==> src/rtl/can_fc_pkg.sv <==
package can_fc_pkg;

  typedef enum logic [1:0] {
    FC_ACTIVE  = 2'b00,
    FC_PASSIVE = 2'b01,
    FC_BUSOFF  = 2'b10
  } fcState_e;

  // qualified strobes from control to datapath
  typedef struct packed {
    logic recUp;
    logic recDown;
    logic recBig;
    logic tecUp;
    logic tecDown;
    logic tecBig;
    logic clearAll;
  } fcCmd_t;

endpackage

==> src/rtl/can_fc_datapath.sv <==
module can_fc_datapath
  import can_fc_pkg::*;
#(
  parameter int CNT_W       = 8,
  parameter int PASSIVE_LIM = 128,
  parameter int BIG_STEP    = 8
) (
  input  logic             clk,
  input  logic             rstN,
  input  fcCmd_t           cmd,
  output logic [CNT_W-1:0] recCount,
  output logic [CNT_W:0]   tecCount,
  output logic             recHigh,
  output logic             tecHigh,
  output logic             tecOverflow
);

  localparam logic [CNT_W:0] REC_MAX  = (CNT_W+1)'((1 << CNT_W) - 1);
  localparam logic [CNT_W:0] TEC_TOP  = (CNT_W+1)'((1 << CNT_W) - 1);
  localparam logic [CNT_W:0] STEP_BIG = (CNT_W+1)'(BIG_STEP);
  localparam logic [CNT_W:0] STEP_ONE = (CNT_W+1)'(1);
  localparam logic [CNT_W:0] LIM      = (CNT_W+1)'(PASSIVE_LIM);

  logic [CNT_W-1:0] recQ, recD;
  logic [CNT_W:0]   tecQ, tecD;
  logic [CNT_W:0]   recSum, tecSum;

  always_comb begin
    recSum = {1'b0, recQ} + (cmd.recBig ? STEP_BIG : STEP_ONE);
    tecSum = tecQ + (cmd.tecBig ? STEP_BIG : STEP_ONE);
  end

  // receive counter: saturating up, floored down
  always_comb begin
    recD = recQ;
    if (cmd.clearAll) begin
      recD = '0;
    end else if (cmd.recUp) begin
      recD = (recSum > REC_MAX) ? REC_MAX[CNT_W-1:0] : recSum[CNT_W-1:0];
    end else if (cmd.recDown && recQ != '0) begin
      recD = recQ - 1'b1;
    end
  end

  // transmit counter: one extra bit carries the bus-off excursion
  always_comb begin
    tecD = tecQ;
    if (cmd.clearAll) begin
      tecD = '0;
    end else if (cmd.tecUp) begin
      tecD = tecSum;
    end else if (cmd.tecDown && tecQ != '0) begin
      tecD = tecQ - 1'b1;
    end
  end

  always_ff @(posedge clk or negedge rstN) begin
    if (!rstN) begin
      recQ <= '0;
      tecQ <= '0;
    end else begin
      recQ <= recD;
      tecQ <= tecD;
    end
  end

  assign tecOverflow = cmd.tecUp && (tecSum > TEC_TOP);
  assign recHigh     = ({1'b0, recQ} >= LIM);
  assign tecHigh     = (tecQ >= LIM);
  assign recCount    = recQ;
  assign tecCount    = tecQ;

endmodule

==> src/rtl/can_fc_ctrl.sv <==
module can_fc_ctrl
  import can_fc_pkg::*;
(
  input  logic       clk,
  input  logic       rstN,
  input  logic       recIncEn,
  input  logic       recDecEn,
  input  logic       recIncBig,
  input  logic       tecIncEn,
  input  logic       tecDecEn,
  input  logic       tecIncBig,
  input  logic       recoverEn,
  input  logic       recHigh,
  input  logic       tecHigh,
  input  logic       tecOverflow,
  output fcCmd_t     cmd,
  output logic       busOffQ,
  output fcState_e   state
);

  logic busOffD;

  // gate strobes: frozen in bus-off, increment beats decrement
  always_comb begin
    cmd          = '0;
    cmd.recBig   = recIncBig;
    cmd.tecBig   = tecIncBig;
    cmd.clearAll = recoverEn && busOffQ;
    if (!busOffQ) begin
      cmd.recUp   = recIncEn;
      cmd.recDown = recDecEn && !recIncEn;
      cmd.tecUp   = tecIncEn;
      cmd.tecDown = tecDecEn && !tecIncEn;
    end
  end

  always_comb begin
    busOffD = busOffQ;
    if (cmd.clearAll)  busOffD = 1'b0;
    else if (tecOverflow) busOffD = 1'b1;
  end

  always_ff @(posedge clk or negedge rstN) begin
    if (!rstN) busOffQ <= 1'b0;
    else       busOffQ <= busOffD;
  end

  always_comb begin
    if (busOffQ)                state = FC_BUSOFF;
    else if (recHigh || tecHigh) state = FC_PASSIVE;
    else                         state = FC_ACTIVE;
  end

endmodule

==> src/rtl/can_fault_conf.sv <==
module can_fault_conf
  import can_fc_pkg::*;
#(
  parameter int CNT_W       = 8,
  parameter int PASSIVE_LIM = 128,
  parameter int BIG_STEP    = 8
) (
  input  logic             clk,
  input  logic             rstN,
  input  logic             recIncEn,
  input  logic             recDecEn,
  input  logic             recIncBig,
  input  logic             tecIncEn,
  input  logic             tecDecEn,
  input  logic             tecIncBig,
  input  logic             recoverEn,
  output logic [CNT_W-1:0] recCount,
  output logic [CNT_W:0]   tecCount,
  output logic [1:0]       faultState,
  output logic             errPassive,
  output logic             busOff
);

  fcCmd_t   cmd;
  fcState_e state;
  logic     recHigh, tecHigh, tecOverflow, busOffQ;

  can_fc_ctrl uCtrl (
    .clk(clk), .rstN(rstN),
    .recIncEn(recIncEn), .recDecEn(recDecEn), .recIncBig(recIncBig),
    .tecIncEn(tecIncEn), .tecDecEn(tecDecEn), .tecIncBig(tecIncBig),
    .recoverEn(recoverEn),
    .recHigh(recHigh), .tecHigh(tecHigh), .tecOverflow(tecOverflow),
    .cmd(cmd), .busOffQ(busOffQ), .state(state)
  );

  can_fc_datapath #(
    .CNT_W(CNT_W), .PASSIVE_LIM(PASSIVE_LIM), .BIG_STEP(BIG_STEP)
  ) uData (
    .clk(clk), .rstN(rstN), .cmd(cmd),
    .recCount(recCount), .tecCount(tecCount),
    .recHigh(recHigh), .tecHigh(tecHigh), .tecOverflow(tecOverflow)
  );

  assign faultState = state;
  assign errPassive = (state == FC_PASSIVE);
  assign busOff     = busOffQ;

endmodule

==> config.mk <==
export PLATFORM = sky130hd
export DESIGN_NAME = can_fault_conf
export DESIGN_NICKNAME = d
export VERILOG_FILES = /design/src/rtl/can_fc_pkg.sv /design/src/rtl/can_fc_datapath.sv /design/src/rtl/can_fc_ctrl.sv /design/src/rtl/can_fault_conf.sv
export SDC_FILE = /design/constraint.sdc
export NUM_CORES = 1
export LEC_CHECK = 0
export BUFFER_PORTS_ARGS = -buffer_cell sky130_fd_sc_hd__buf_2
export CAP_MARGIN = 5
export CELL_PAD_IN_SITES_DETAIL_PLACEMENT = 1
export CELL_PAD_IN_SITES_GLOBAL_PLACEMENT = 1
export CORE_MARGIN = 4
export CORE_UTILIZATION = 25
export CTS_CLUSTER_DIAMETER = 80
export CTS_CLUSTER_SIZE = 8
export DETAILED_ROUTE_END_ITERATION = 10
export HOLD_SLACK_MARGIN = 0.06
export PLACE_DENSITY_LB_ADDON = 0.1
export SYNTH_ARGS = -nofsm -noshare
export SYNTH_HDL_FRONTEND = slang
export SYNTH_SLANG_ARGS = --single-unit
==> constraint.sdc <==
create_clock -name clk -period 4.4 [get_ports clk]
set_clock_uncertainty 0.1 [all_clocks]
set_input_delay 0.88 -clock clk [delete_from_list [all_inputs] [get_ports clk]]
set_output_delay 0.88 -clock clk [all_outputs]
set_load 0.01 [all_outputs]
# Yosys cells after proc, flatten, opt, wreduce, memory -nomap -nowiden
# Index checks and enable logic that the tools add are counted.
# classes
add_sub_neg	4
n_lt_le_gt_ge	4
eq_ne	1
mux	15
reduce_logical	14
# ops
operator	n
$mux W8	4
$mux W9	3
$gt A9 B8 Y1 const B	2
$add A8 B9 Y9	1
$add A9 B9 Y9	1
$ge A9 B8 Y1 const B	1
$reduce_bool A9 Y1	1
$sub A9 B1 Y9 const B	1
$ge A8 B8 Y1 const B	1
$mux W4	2
$reduce_bool A8 Y1	1
$sub A8 B1 Y8 const B	1
$logic_and A1 B1 Y1	6
$mux W2	3
$reduce_bool A3 Y1	2
$mux W1	3
$eq A2 B1 Y1 const B	1
$logic_not A1 Y1	2
$reduce_bool A2 Y1	1
$logic_or A1 B1 Y1	1
# totals
regBits	18
in_bits	9
output_inout_bits	21
wordCells	41

# Longest topological paths before layout
# Gate-level depths: netlist of run 1.
# depth
ltp_word	7
ltp_mapped	8
depth_no_buf	8

# Modules after synthesis
# A second synthesis of run 1 with hierarchy kept.
# hier_totals
hier_cells	201
area_unflattened_um2	1717.9
# by_module_without_submodules
mod	instances	cells_per_inst	area_each_um2	seq_area_each_um2
can_fc_datapath	1	187	1601.5	425.4
can_fc_ctrl	1	13	102.6	25.0
can_fault_conf	1	1	13.8	0.0

# Worst setup path before layout of run 1
# OpenSTA, ideal clock, no wires.
# synth_path
path_type	input to register
from	input port recIncBig
to	register uData.recQ[2] (netlist: uData.recCount[2])
setup_ps	118
arrival_time_ps	2149
required_time_ps	4182
path_slack_ps	2033
path_stages	8
path_buffers	0
path_cell_list	inv_1 > ha_1 > ha_1 > a31oi_1 > nor2_1 > nor2_1 > a221oi_1 > a21o_1
# synth_via
elab_chain_cells	6
# synth_lines
item	line	rtl
from (decl)	can_fault_conf.sv:12	input logic recIncBig,
$mux W4 *	can_fc_datapath.sv:29	recSum = {1'b0, recQ} + (cmd.recBig ? STEP_BIG : STEP_ONE);
$add A8 B9 Y9 *	can_fc_datapath.sv:29	
$gt A9 B8 Y1	can_fc_datapath.sv:39	recD = (recSum > REC_MAX) ? REC_MAX[CNT_W-1:0] : recSum[CNT_W-1:0];
$mux W8 *	can_fc_datapath.sv:39	
$mux W8 *	can_fc_datapath.sv:38	end else if (cmd.recUp) begin
$mux W8 *	can_fc_datapath.sv:36	if (cmd.clearAll) begin
to (signal assigned)	can_fc_datapath.sv:62	recQ <= recD;
to (decl)	can_fc_datapath.sv:24	logic [CNT_W-1:0] recQ, recD;
# Every way passes the cells marked *; elsewhere a longest branch is shown, timed or not.
# A chain may end at the register's enable or synchronous reset.

# Worst setup path after layout of run 1
# layout_path
from	input port recIncBig
to	register uData.recQ[4] (netlist: uData.recCount[4])
# The elaborated chain is that of the path after synthesis.

==> impl_summary.log, run 1 <==
INFO  metric outcome = complete, no violations
INFO  metric antenna_cells = 0
INFO  metric min_period = 2.533 ns
INFO  metric buffer_ports.inserted = 29
INFO  metric cts.hold.buffers_added = 0
INFO  metric netlist_instances = 182
INFO  metric die-area = 0.007387 mm^2
INFO  metric cts_tree = yes
INFO  metric mappedNetlistArea = 0.001519 mm^2
INFO  metric flow.area_growth_from_synthesis = 13.84%
INFO  metric synth_enable_flop_cells = 0
INFO  metric path_class = input pin to flop
INFO  metric rr_startpoint = uData.tecCount[1]$_DFFE_PN0P_
INFO  metric synth-simple-area-share = 24.46%
INFO  metric post-route-period-util = ~58%
INFO  metric crit_path_start_kind = input pin
INFO  metric antenna_found_initial = 0
INFO  metric maxCapViolCount = 0
INFO  metric synth.net_count = 201
INFO  metric finalSetupViolCount = 0
INFO  metric layout-drive-gt1-share = ~20%
INFO  metric cts.reportedPaths.clkPinSlew = around 0.080 ns
INFO  metric track_usage = 13.40%
INFO  metric power_density = 702.6 mW/mm^2
INFO  metric cts.repair_timing.setup_buffer_count = 0
INFO  metric final_cell_count_no_fill = 278
INFO  metric worst_setup_path_endpoint = uData.recCount[4]$_DFFE_PN0P_
INFO  metric drt_pass1_iterations = 4
INFO  metric pin_count_of_the_biggest_net_entering_global_routing = 19
INFO  metric synthDistinctLibCells = 52
INFO  metric cts-root-to-sink-buffers = 2
INFO  metric placementRows = 28
INFO  metric compound_gate_fraction_of_synth_area = 22.82%
INFO  metric finalWeightedCongestion = about 0.80
INFO  metric route.detailed.wl_per_inst = roughly 17 um
INFO  metric ir_drop = 197.8 uV
INFO  metric async_flop_share = 100.0%
INFO  metric synth_mux_area_share = 4.036%
INFO  metric yosysSeqAreaShare = 29.65%
INFO  metric drt-initial-drc-count = 33
INFO  metric worstPathArrival = 2.57 ns
INFO  metric number_of_global_route_vias_before_repair = 1645
INFO  metric clock_sinks = 18
INFO  metric yosys_warnings = 0
INFO  metric grt_remaining_overflow = 0
INFO  metric core-area = 0.005921 mm^2
INFO  metric worst_hold_path_type = flop to flop
INFO  metric die_width = around 86 um
INFO  metric pin_count = 30
INFO  metric detailedPlace.worstSlack = 1.609 ns
INFO  metric yosys_most_used_dff = sky130_fd_sc_hd__dfrtp_1
INFO  metric end_kind = flop
INFO  metric cts_resized = 0
INFO  metric critical_path_required = 4.43 ns
INFO  metric drc = 0
INFO  metric power.static_leakage = between 0.0007 and 0.0008 uW
INFO  metric htreeDepth = 1
INFO  metric dp.final_hpwl = 3645 um
INFO  metric post_synth_xor_area_fraction = 3.460%
INFO  metric cts_buffers = 3
INFO  metric wire_length_of_the_first_global_routing_pass = 7914 um
INFO  metric worst_r2r_endpoint = uData.tecCount[1]$_DFFE_PN0P_
INFO  metric share_of_the_synthesized_area_in_the_top_cell_type = 29.65%
INFO  metric slew_headroom = 57.80%
INFO  metric timing.final.max_slew_violations = 0
INFO  metric rsz0062_at_grt = false
INFO  metric numPlacedInstances = 275
INFO  metric num-fill-cells = 709
INFO  metric synth.area.top_cells = sky130_fd_sc_hd__dfrtp_1 (30%), sky130_fd_sc_hd__ha_1 (8.2%), sky130_fd_sc_hd__nand2_1 (5.4%)
INFO  metric final_hold_viol_count = 0
INFO  metric critical_path_peak_fanout = 7
INFO  metric setup_tns = 0 ns
INFO  metric cp-startpoint = recIncBig
INFO  metric clockRootBuffer = sky130_fd_sc_hd__clkbuf_8
INFO  metric final_nets = 224
INFO  metric start_util = around a quarter
INFO  metric layout_setup_ws = 1.867 ns
INFO  metric synth_top_cells_by_count = sky130_fd_sc_hd__nand2_1 (22), sky130_fd_sc_hd__dfrtp_1 (18), sky130_fd_sc_hd__nor2_1 (12)
INFO  metric via_count = between 1000 and 1500
INFO  metric worst_slew_pin_slew = roughly 0.63 ns
INFO  metric max_clock_freq = about 0.39 GHz
INFO  metric main_combinational_cell_family_by_area_after_synthesis = simple AND/OR/NAND/NOR gates
INFO  metric clock_latency = 0.25 ns
INFO  metric route.final.wire_length = 4730 um
INFO  metric post_route_core_utilization = roughly 29%
INFO  metric synthMostInstantiatedCell = sky130_fd_sc_hd__nand2_1
INFO  metric fp.dieH = 85.95 um
INFO  metric yosys.area.top_type = sky130_fd_sc_hd__dfrtp_1
INFO  metric yosys_register_bits = 18
INFO  metric reg2reg_slack = 1.97 ns
INFO  metric synth_adder_area_share = roughly 8.2%
INFO  metric final_antenna_net_count = 0
INFO  metric route.detailed.vias_per_inst = 5.335
INFO  metric synthesized_area_per_cell = 8.346 um^2
INFO  metric rr_worst_depth = 7
==> stage by stage <==
stage	hold WS, ns	area [um^2]	total power [uW]
4_1_cts	0.4627	1729	1234
2_1_floorplan	0.4587	1519	885.7
5_1_grt	0.4800	1729	1335
6_report	0.4547	1729	1215
3_3_place_gp	0.4405	1688	1078
3_5_place_dp	0.4502	1688	1107
==> layout make-up <==
cell class	count	area [um^2]	share of cell area [%]
inverters	11	41.29	2.388
clock buffers	3	41.29	2.388
repair buffers	29	145.1	8.394
multi-input cells	142	957.2	55.35
flip-flops and latches	18	450.4	26.05
well taps	75	93.84	5.427
==> layout by cell type (no fill, tap or decap), types with 5 or more instances in the layout <==
master                    count
sky130_fd_sc_hd__nand2_1     22
sky130_fd_sc_hd__buf_2       29
sky130_fd_sc_hd__inv_1       11
sky130_fd_sc_hd__nor2_1      12
sky130_fd_sc_hd__ha_1        10
sky130_fd_sc_hd__mux2i_1      5
sky130_fd_sc_hd__a21oi_1      7
sky130_fd_sc_hd__nand3_1      8
sky130_fd_sc_hd__xnor2_1      5
sky130_fd_sc_hd__o21ai_0     11
sky130_fd_sc_hd__dfrtp_1     18
==> sequential cells by signal, indices dropped and copies added (netlist names) <==
register        cells
uCtrl.busOffQ       1
uData.recCount      8
uData.tecCount      9
==> layer usage <==
metal	vias up	global-route usage, %	part of all wire (%)
met5	-	0	0
met4	0	3.597	0.53
met3	2	1.921	2.0
met2	16	24.74	53
met1	757	16.03	44
li1	708	-	-
==> where the power goes <==
| part | internal [uW] | leakage [uW] | switching [uW] |
|---|---|---|---|
| registers | 242 | 0.000222 | 193 |
| clock network | 61.0 | 0.0000216 | 61.5 |
| logic | 293 | 0.000556 | 364 |
| total | 596 | 0.000799 | 619 |
==> worst max-delay path, stage by stage <==
cell and delay (ns):
sky130_fd_sc_hd__buf_2 0.09, sky130_fd_sc_hd__inv_1 0.06, sky130_fd_sc_hd__ha_1 0.20, sky130_fd_sc_hd__ha_1 0.21
sky130_fd_sc_hd__a31oi_1 0.52, sky130_fd_sc_hd__o21ai_0 0.29, sky130_fd_sc_hd__o21ai_0 0.23, sky130_fd_sc_hd__nand3_1 0.10
==> how the worst min path moves through the flow <==
stage | start | to | slack, ns | cells after the start
after floorplan | uData.tecCount[7]$_DFFE_PN0P_ | uData.tecCount[7]$_DFFE_PN0P_ | 0.46 | 1
after global placement | uData.tecCount[6]$_DFFE_PN0P_ | uData.tecCount[6]$_DFFE_PN0P_ | 0.44 | 1
after detailed placement | uData.tecCount[8]$_DFFE_PN0P_ | uData.tecCount[8]$_DFFE_PN0P_ | 0.45 | 1
after CTS | uData.tecCount[8]$_DFFE_PN0P_ | uData.tecCount[8]$_DFFE_PN0P_ | 0.46 | 1
after global routing | uData.tecCount[8]$_DFFE_PN0P_ | uData.tecCount[8]$_DFFE_PN0P_ | 0.48 | 1
final | uData.tecCount[6]$_DFFE_PN0P_ | uData.tecCount[6]$_DFFE_PN0P_ | 0.45 | 1
==> kinds of logic after synthesis <==
group           after synthesis
fa+ha+maj                    10
compound gates               49
simple gates                 71
mux                           6
buf+inv                      22
xor+xnor                      6
flops                        18
Power figures use the tool's default switching activity.
==> run 2, diff against run 1 <==
==> constraint.sdc (replaced) <==
create_clock -name clk -period 2.1 [get_ports clk]
set_clock_uncertainty 0.1 [all_clocks]
set_input_delay 0.42 -clock clk [delete_from_list [all_inputs] [get_ports clk]]
set_output_delay 0.42 -clock clk [all_outputs]
set_load 0.01 [all_outputs]
==> run 2 against run 1 <==
  * Register-to-register slack got worse by 1.9 ns
  * Via count rose by 5.3%
  * Final cell count rose by 12%
  * Clock power rose to 2.5 times the previous value
  * Sequential share of layout area fell by 4.6 points
  * Clock-buffer cell count rose by 1
  * Critical path type is now flop to flop
  * Critical endpoint is now uData.recCount[5]$_DFFE_PN0P_
  * Largest cell class unchanged
==> impl_summary.log, run 2 (synthesized netlist as in run 1, its figures left out) <==
INFO  metric finalSetupViolCount = 0 (unchanged)
INFO  metric max_stage_delay = 0.55 ns (+0.03 ns)
INFO  metric timing.critical_path.buf_inv = 1 (-1)
INFO  metric antenna_found_initial = 0 (unchanged)
INFO  metric route.detailed.vias_per_inst = 5.006 (-6.2%)
INFO  metric core-area = 0.005921 mm^2 (unchanged)
INFO  metric mostFrequentLayoutCells = sky130_fd_sc_hd__buf_2 (29), sky130_fd_sc_hd__buf_4 (29), sky130_fd_sc_hd__nand2_1 (22)
INFO  metric setup_tns = 0 ns (unchanged)
INFO  metric route.detailed.wl_per_inst = 16.16 um (-5.0%)
INFO  metric critical_path_peak_fanout = 5 (-2)
INFO  metric largest_register_ffs = 9 (unchanged)
INFO  metric layout.cell_area.non_filler = 0.002102 mm^2 (+22%)
INFO  metric antenna_cells = 0 (unchanged)
INFO  metric slowest_stage = sky130_fd_sc_hd__or4_4
INFO  metric final_nets = 257 (+15%)
INFO  metric timing.hold.worst_endpoint = uCtrl.busOffQ$_DFFE_PN0P_
INFO  metric timing.final.max_slew_violations = 0 (unchanged)
INFO  metric clock_latency = 0.27 ns (+0.02 ns)
INFO  metric num-fill-cells = 722 (+1.8%)
INFO  metric pin_count_of_the_biggest_net_entering_global_routing = 19 (unchanged)
INFO  metric cts.reportedPaths.clkPinSlew = 0.09 ns (about the same)
INFO  metric layout.area.seq = 451.7 um^2 (+0.28%)
INFO  metric detailedPlace.worstSlack = -0.04510 ns (-1.654 ns)
INFO  metric die-area = 0.007387 mm^2 (unchanged)
INFO  metric reg2reg_slack = 0.1 ns (-1.87 ns)
INFO  metric worst_slew_pin_slew = 0.5068 ns (-0.1232 ns)
INFO  metric layout_setup_ws = 0.09806 ns (-1.769 ns)
INFO  metric final_antenna_net_count = 0 (unchanged)
INFO  metric start_util = 25.66% (unchanged)
INFO  metric post_route_core_utilization = 35.50% (+6.3 points)
INFO  metric post-route-period-util = 95.33%
INFO  metric track_usage = 14.41% (+1.0 points)
INFO  metric worst_hold_path_type = input pin to flop
INFO  metric rsz0062_at_grt = true
INFO  metric hp-start = recoverEn
INFO  metric path_class = flop to flop
INFO  metric rr_startpoint = uData.recCount[0]$_DFFE_PN0P_
INFO  metric die_width = 85.95 um (unchanged)
INFO  metric drt_pass1_iterations = 4 (unchanged)
INFO  metric end_kind = flop
INFO  metric dp.final_hpwl = 3881 um (+6.5%)
INFO  metric buffer_ports.inserted = 29 (unchanged)
INFO  metric min_path_cells = 2 (+1)
INFO  metric min_period = 2.002 ns
INFO  metric critical_path_required = 2.22 ns (-2.21 ns)
INFO  metric grt_remaining_overflow = 0 (unchanged)
INFO  metric worst_r2r_endpoint = uData.recCount[5]$_DFFE_PN0P_
INFO  metric wire_length_of_the_first_global_routing_pass = 8445 um (+6.7%)
INFO  metric drt-initial-drc-count = 35 (+6.1%)
INFO  metric cp-startpoint = uData.recCount[0]$_DFFE_PN0P_
INFO  metric final_hold_viol_count = 0 (unchanged)
INFO  metric cts-root-to-sink-buffers = 2 (unchanged)
INFO  metric clockRootBuffer = sky130_fd_sc_hd__clkbuf_8
INFO  metric power.static_leakage = 0.0009886 uW (+24%)
INFO  metric fp.dieH = 85.95 um (unchanged)
INFO  metric multiInputGateArea = 0.001045 mm^2 (+9.2%)
INFO  metric placed_area = 0.001903 mm^2 (+13%)
INFO  metric maxCapViolCount = 0 (unchanged)
INFO  metric flow.area_growth_from_synthesis = 38.39%
INFO  metric finalWeightedCongestion = 0.7745 (-3.6%)
INFO  metric rr_worst_depth = 6 (-1)
INFO  metric outcome = complete, no violations
INFO  metric max_clock_freq = 0.4995 GHz
INFO  metric crit_path_cell_trace = buf_6, or4_4, or3_1, a31o_1, a31oi_1, a21o_1
INFO  metric crit_path_start_kind = flop
INFO  metric placementRows = 28 (unchanged)
INFO  metric pin_count = 30 (unchanged)
INFO  metric layout-drive-gt1-share = 37.55% (+17 points)
INFO  metric worstPathArrival = 2.12 ns (-0.45 ns)
INFO  metric timing.critical_path.max_delay_family = simple AND/OR/NAND/NOR gates
INFO  metric power_density = 1494 mW/mm^2 (+110%)
INFO  metric cts_buffers = 3 (unchanged)
INFO  metric cts_tree = yes
INFO  metric via_count = 1562 (+5.3%)
INFO  metric clock_sinks = 18 (unchanged)
INFO  metric route.final.wire_length = 5043 um (+6.6%)
INFO  metric slew_headroom = 66.21% (+8.4 points)
INFO  metric htreeDepth = 1 (unchanged)
INFO  metric number_of_global_route_vias_before_repair = 1702 (+3.5%)
INFO  metric ir_drop = 484.8 uV (+150%)
INFO  metric drc = 0 (unchanged)
[run 2: changes by cell type in the layout (fill, tap and decap cells not counted), sizes merged]
cell,before,now
buf,29,61
dlygate4sd3,0,1
clkbuf,3,4
[run 2: what timing repair did]
action,CTS,global route
gates resized for setup,3,22
pin swaps,0,5
hold buffers,1,0
endpoints found under the setup margin,4,13
setup buffers,0,5
hold endpoints to repair,18,0
[run 2: cell type report]
| type | count | share of cell area, % |
|---|---|---|
| multi-input combinational | 142 | 49.70 |
| sequential | 18 | 21.49 |
| timing repair buffer | 62 | 19.76 |
| tap | 75 | 4.464 |
| clock buffer | 4 | 2.619 |
| inverter | 11 | 1.964 |
[run 2: routing by layer]
metal  vias up  part of all wire, %  global-route usage, %  routed length, um
met4         0                  1.1                  4.460                 55
li1        772                    -                      -                  -
met5         -                    0                      0                  0
met1       763                   44                  17.36               2211
met3         4                  2.0                  1.825                102
met2        23                   53                  26.35               2673
[run 2: how the worst max path moves through the flow]
| stage | to | slack, ns | cells after the start |
|---|---|---|---|
| 3_5_place_dp | uData.tecCount[6]$_DFFE_PN0P_ | -0.05 | 9 |
| 6_report | uData.recCount[5]$_DFFE_PN0P_ | 0.1 | 6 |
| 4_1_cts | uData.tecCount[8]$_DFFE_PN0P_ | 0.002 | 9 |
| 3_3_place_gp | uData.tecCount[6]$_DFFE_PN0P_ | -0.06 | 9 |
| 5_1_grt | uData.recCount[5]$_DFFE_PN0P_ | -0.02 | 6 |
| 2_1_floorplan | uData.tecCount[1]$_DFFE_PN0P_ | 0.04 | 7 |
[run 2: stage by stage]
step / hold WS [ns] / total power, uW / instances
2_1_floorplan: 0.02441 / 1856 / 182
3_3_place_gp: 0.3262 / 2591 / 302
6_report: 0.2672 / 3141 / 312
3_5_place_dp: 0.3191 / 2623 / 302
5_1_grt: 0.2795 / 3446 / 312
4_1_cts: 0.2705 / 2982 / 307
[run 2: power breakdown]
| part | internal (uW) | leakage, uW | switching (uW) |
|---|---|---|---|
| sequential | 512 | 0.000221 | 187 |
| clock | 167 | 0.0000288 | 144 |
| combinational | 1010 | 0.000739 | 1120 |
==> run 3, diff against run 2 <==
--- a/config.mk
+++ b/config.mk
@@ -7,7 +7,7 @@
 export LEC_CHECK = 0
 export BUFFER_PORTS_ARGS = -buffer_cell sky130_fd_sc_hd__buf_2
 export CAP_MARGIN = 5
-export CELL_PAD_IN_SITES_DETAIL_PLACEMENT = 1
+export CELL_PAD_IN_SITES_DETAIL_PLACEMENT = 0
 export CELL_PAD_IN_SITES_GLOBAL_PLACEMENT = 1
 export CORE_MARGIN = 4
 export CORE_UTILIZATION = 25
==> run 3 against run 2 <==
  * Maximum frequency is 0.45% lower
  * Core utilization down 1.1 points
  * Critical path depth stayed put
  * Sequential power down 2%
  * Cell area down 3.1%
  * Clock power decreased by 4%
  * Combinational power down 6%
  * First-iteration DRC count grew 91%
  * Wire length down 6.9%
  * Sequential share of layout area rose by 0.63 points
  * Worst setup slack got worse by 0.0089 ns
==> impl_summary.log, run 3 (synthesized netlist as in run 1, its figures left out) <==
INFO  metric path_class = flop to flop
INFO  metric max_stage_delay = 0.56 ns (about the same)
INFO  metric mostFrequentLayoutCells = sky130_fd_sc_hd__buf_2 (29), sky130_fd_sc_hd__buf_4 (27), sky130_fd_sc_hd__nand2_1 (22)
INFO  metric grt_remaining_overflow = 0 (unchanged)
INFO  metric placed_area = 0.001903 mm^2 (unchanged)
INFO  metric cts_tree = yes
INFO  metric slew_headroom = 66.89% (+0.68 points)
INFO  metric maxCapViolCount = 0 (unchanged)
INFO  metric worst_slew_pin_slew = 0.4956 ns (-0.01120 ns)
INFO  metric grt.met1_usage = 15.89% (-1.5 points)
INFO  metric crit_path_cell_trace = buf_4, or4_4, or3_1, a31o_1, a31oi_1, a21o_1
INFO  metric clockRootBuffer = sky130_fd_sc_hd__clkbuf_8
INFO  metric max_clock_freq = 0.4973 GHz (-0.45%)
INFO  metric die_width = 85.95 um (unchanged)
INFO  metric finalWeightedCongestion = 0.7745 (unchanged)
INFO  metric clock_latency = 0.26 ns (about the same)
INFO  metric antenna_found_initial = 0 (unchanged)
INFO  metric drc = 0 (unchanged)
INFO  metric final_antenna_net_count = 0 (unchanged)
INFO  metric setup_tns = 0 ns (unchanged)
INFO  metric via_count = 1533 (-1.9%)
INFO  metric timing.final.max_slew_violations = 0 (unchanged)
INFO  metric final_hold_viol_count = 0 (unchanged)
INFO  metric cts.reportedPaths.clkPinSlew = 0.08 ns (about the same)
INFO  metric pin_count_of_the_biggest_net_entering_global_routing = 19 (unchanged)
INFO  metric mostFrequentLayoutCell = sky130_fd_sc_hd__buf_2
INFO  metric placementRows = 28 (unchanged)
INFO  metric finalSetupViolCount = 0 (unchanged)
INFO  metric timing.hold.worst_endpoint = uCtrl.busOffQ$_DFFE_PN0P_
INFO  metric layout.area.seq = 450.4 um^2 (-0.28%)
INFO  metric drt-initial-drc-count = 67 (+91%)
INFO  metric min_path_cells = 2 (unchanged)
INFO  metric dp.final_hpwl = 3656 um (-5.8%)
INFO  metric start_util = 25.66% (unchanged)
INFO  metric clock_sinks = 18 (unchanged)
INFO  metric htreeDepth = 1 (unchanged)
INFO  metric wire_length_of_the_first_global_routing_pass = 7948 um (-5.9%)
INFO  metric route.final.wire_length = 4697 um (-6.9%)
INFO  metric grtUsageMet2 = 24.74% (-1.6 points)
INFO  metric pin_count = 30 (unchanged)
INFO  metric busiest_layer = met2
INFO  metric hp-start = recoverEn
INFO  metric buffer_ports.inserted = 29 (unchanged)
INFO  metric power_density = 1470 mW/mm^2 (-1.6%)
INFO  metric rr_worst_depth = 6 (unchanged)
INFO  metric outcome = complete, no violations
INFO  metric worst_hold_path_type = input pin to flop
INFO  metric core-area = 0.005921 mm^2 (unchanged)
INFO  metric multiInputGateArea = 0.001018 mm^2 (-2.5%)
INFO  metric worst_r2r_endpoint = uData.recCount[5]$_DFFE_PN0P_
INFO  metric rsz0062_at_grt = false
INFO  metric critical_path_required = 2.21 ns (about the same)
INFO  metric route.detailed.vias_per_inst = 4.977 (-0.58%)
INFO  metric post-route-period-util = 95.76% (+0.43 points)
INFO  metric end_kind = flop
INFO  metric layout-drive-gt1-share = 33.91% (-3.6 points)
INFO  metric min_period = 2.011 ns (+0.008947 ns)
INFO  metric number_of_global_route_vias_before_repair = 1655 (-2.8%)
INFO  metric route.detailed.wl_per_inst = 15.25 um (-5.7%)
INFO  metric drt_pass1_iterations = 4 (unchanged)
INFO  metric flow.area_growth_from_synthesis = 34.10%
INFO  metric die-area = 0.007387 mm^2 (unchanged)
INFO  metric track_usage = 13.50% (-0.92 points)
INFO  metric rr_startpoint = uData.recCount[0]$_DFFE_PN0P_
INFO  metric reg2reg_slack = 0.09 ns (about the same)
INFO  metric crit_path_start_kind = flop
INFO  metric slowest_stage = sky130_fd_sc_hd__or4_4
INFO  metric final_nets = 253 (-1.6%)
INFO  metric power.static_leakage = 0.0009592 uW (-3.0%)
INFO  metric critical_path_peak_fanout = 7 (+2)
INFO  metric cts_buffers = 3 (unchanged)
INFO  metric worstPathArrival = 2.12 ns (about the same)
INFO  metric globalRouteMet3Util = 2.305% (+0.48 points)
INFO  metric largest_register_ffs = 9 (unchanged)
INFO  metric ir_drop = 446.2 uV (-8.0%)
INFO  metric fp.dieH = 85.95 um (unchanged)
INFO  metric layout.cell_area.non_filler = 0.002037 mm^2 (-3.1%)
INFO  metric antenna_cells = 0 (unchanged)
INFO  metric cts-root-to-sink-buffers = 2 (unchanged)
INFO  metric num-fill-cells = 637 (-12%)
## run 3: cell types whose count changed in the layout (fill, tap and decap cells not counted), sizes merged
cell / change
buf: -4
## run 3: layout make-up
cell class	count	area share, %
well taps	75	4.607
inverters	11	2.027
repair buffers	58	18.55
clock buffers	4	2.703
flip-flops and latches	18	22.11
multi-input cells	142	50.00
## run 3: layer usage
layer | share of wire [%] | vias to the layer above
li1 | - | 763
met1 | 43 | 745
met2 | 53 | 21
met3 | 2.8 | 4
met4 | 0.75 | 0
met5 | 0 | -
## run 3: where the power goes
group | switching, uW | internal, uW | leakage [uW] | total (uW)
Combinational | 1080 | 932 | 0.000709 | 2010
Sequential | 175 | 510 | 0.000222 | 685
Clock | 132 | 167 | 0.0000288 | 299
Total | 1390 | 1610 | 0.000959 | 2990
## run 3: worst max-delay path by stage
stage | start | endpoint | slack [ns] | cells past startpoint
after floorplan | uData.tecCount[1]$_DFFE_PN0P_ | uData.tecCount[1]$_DFFE_PN0P_ | 0.04 | 7
after global placement | tecIncBig | uData.tecCount[6]$_DFFE_PN0P_ | -0.06 | 9
after detailed placement | tecIncBig | uData.tecCount[6]$_DFFE_PN0P_ | -0.05 | 9
after CTS | uData.tecCount[1]$_DFFE_PN0P_ | uData.tecCount[8]$_DFFE_PN0P_ | 0.002 | 9
after global routing | uData.recCount[0]$_DFFE_PN0P_ | uData.recCount[5]$_DFFE_PN0P_ | 0.001 | 6
final | uData.recCount[0]$_DFFE_PN0P_ | uData.recCount[5]$_DFFE_PN0P_ | 0.09 | 6
## run 3: repair_timing
action / 4_1_cts / 5_1_grt
resized for setup: 1 / 14
pin swaps: 0 / 4
endpoints found under the setup margin: 1 / 11
setup buffers: 0 / 1
gates cloned: 0 / 0
hold buffers: 1 / 0
endpoints found under the hold margin: 18 / 0
## run 3: metrics by stage
stage	setup slack [ns]	power (uW)	hold WS, ns	cells	utilization (%)
after floorplan	0.03902	1856	0.02441	182	-
after global placement	-0.06387	2591	0.3262	302	32.14
after detailed placement	-0.04644	2592	0.3241	302	32.14
after CTS	0.002431	2923	0.2770	307	33.35
after global routing	0.001234	3298	0.2821	308	34.40
final	0.08911	2994	0.2755	308	34.40
## run 3: critical path, delay by kind of cell, from the launching register on
family,cells,cell delay [ns]
flip-flops,1,0.38
AO/OA/AOI/OAI,3,0.44
buffers and inverters,1,0.16
AND/OR/NAND/NOR,2,0.88
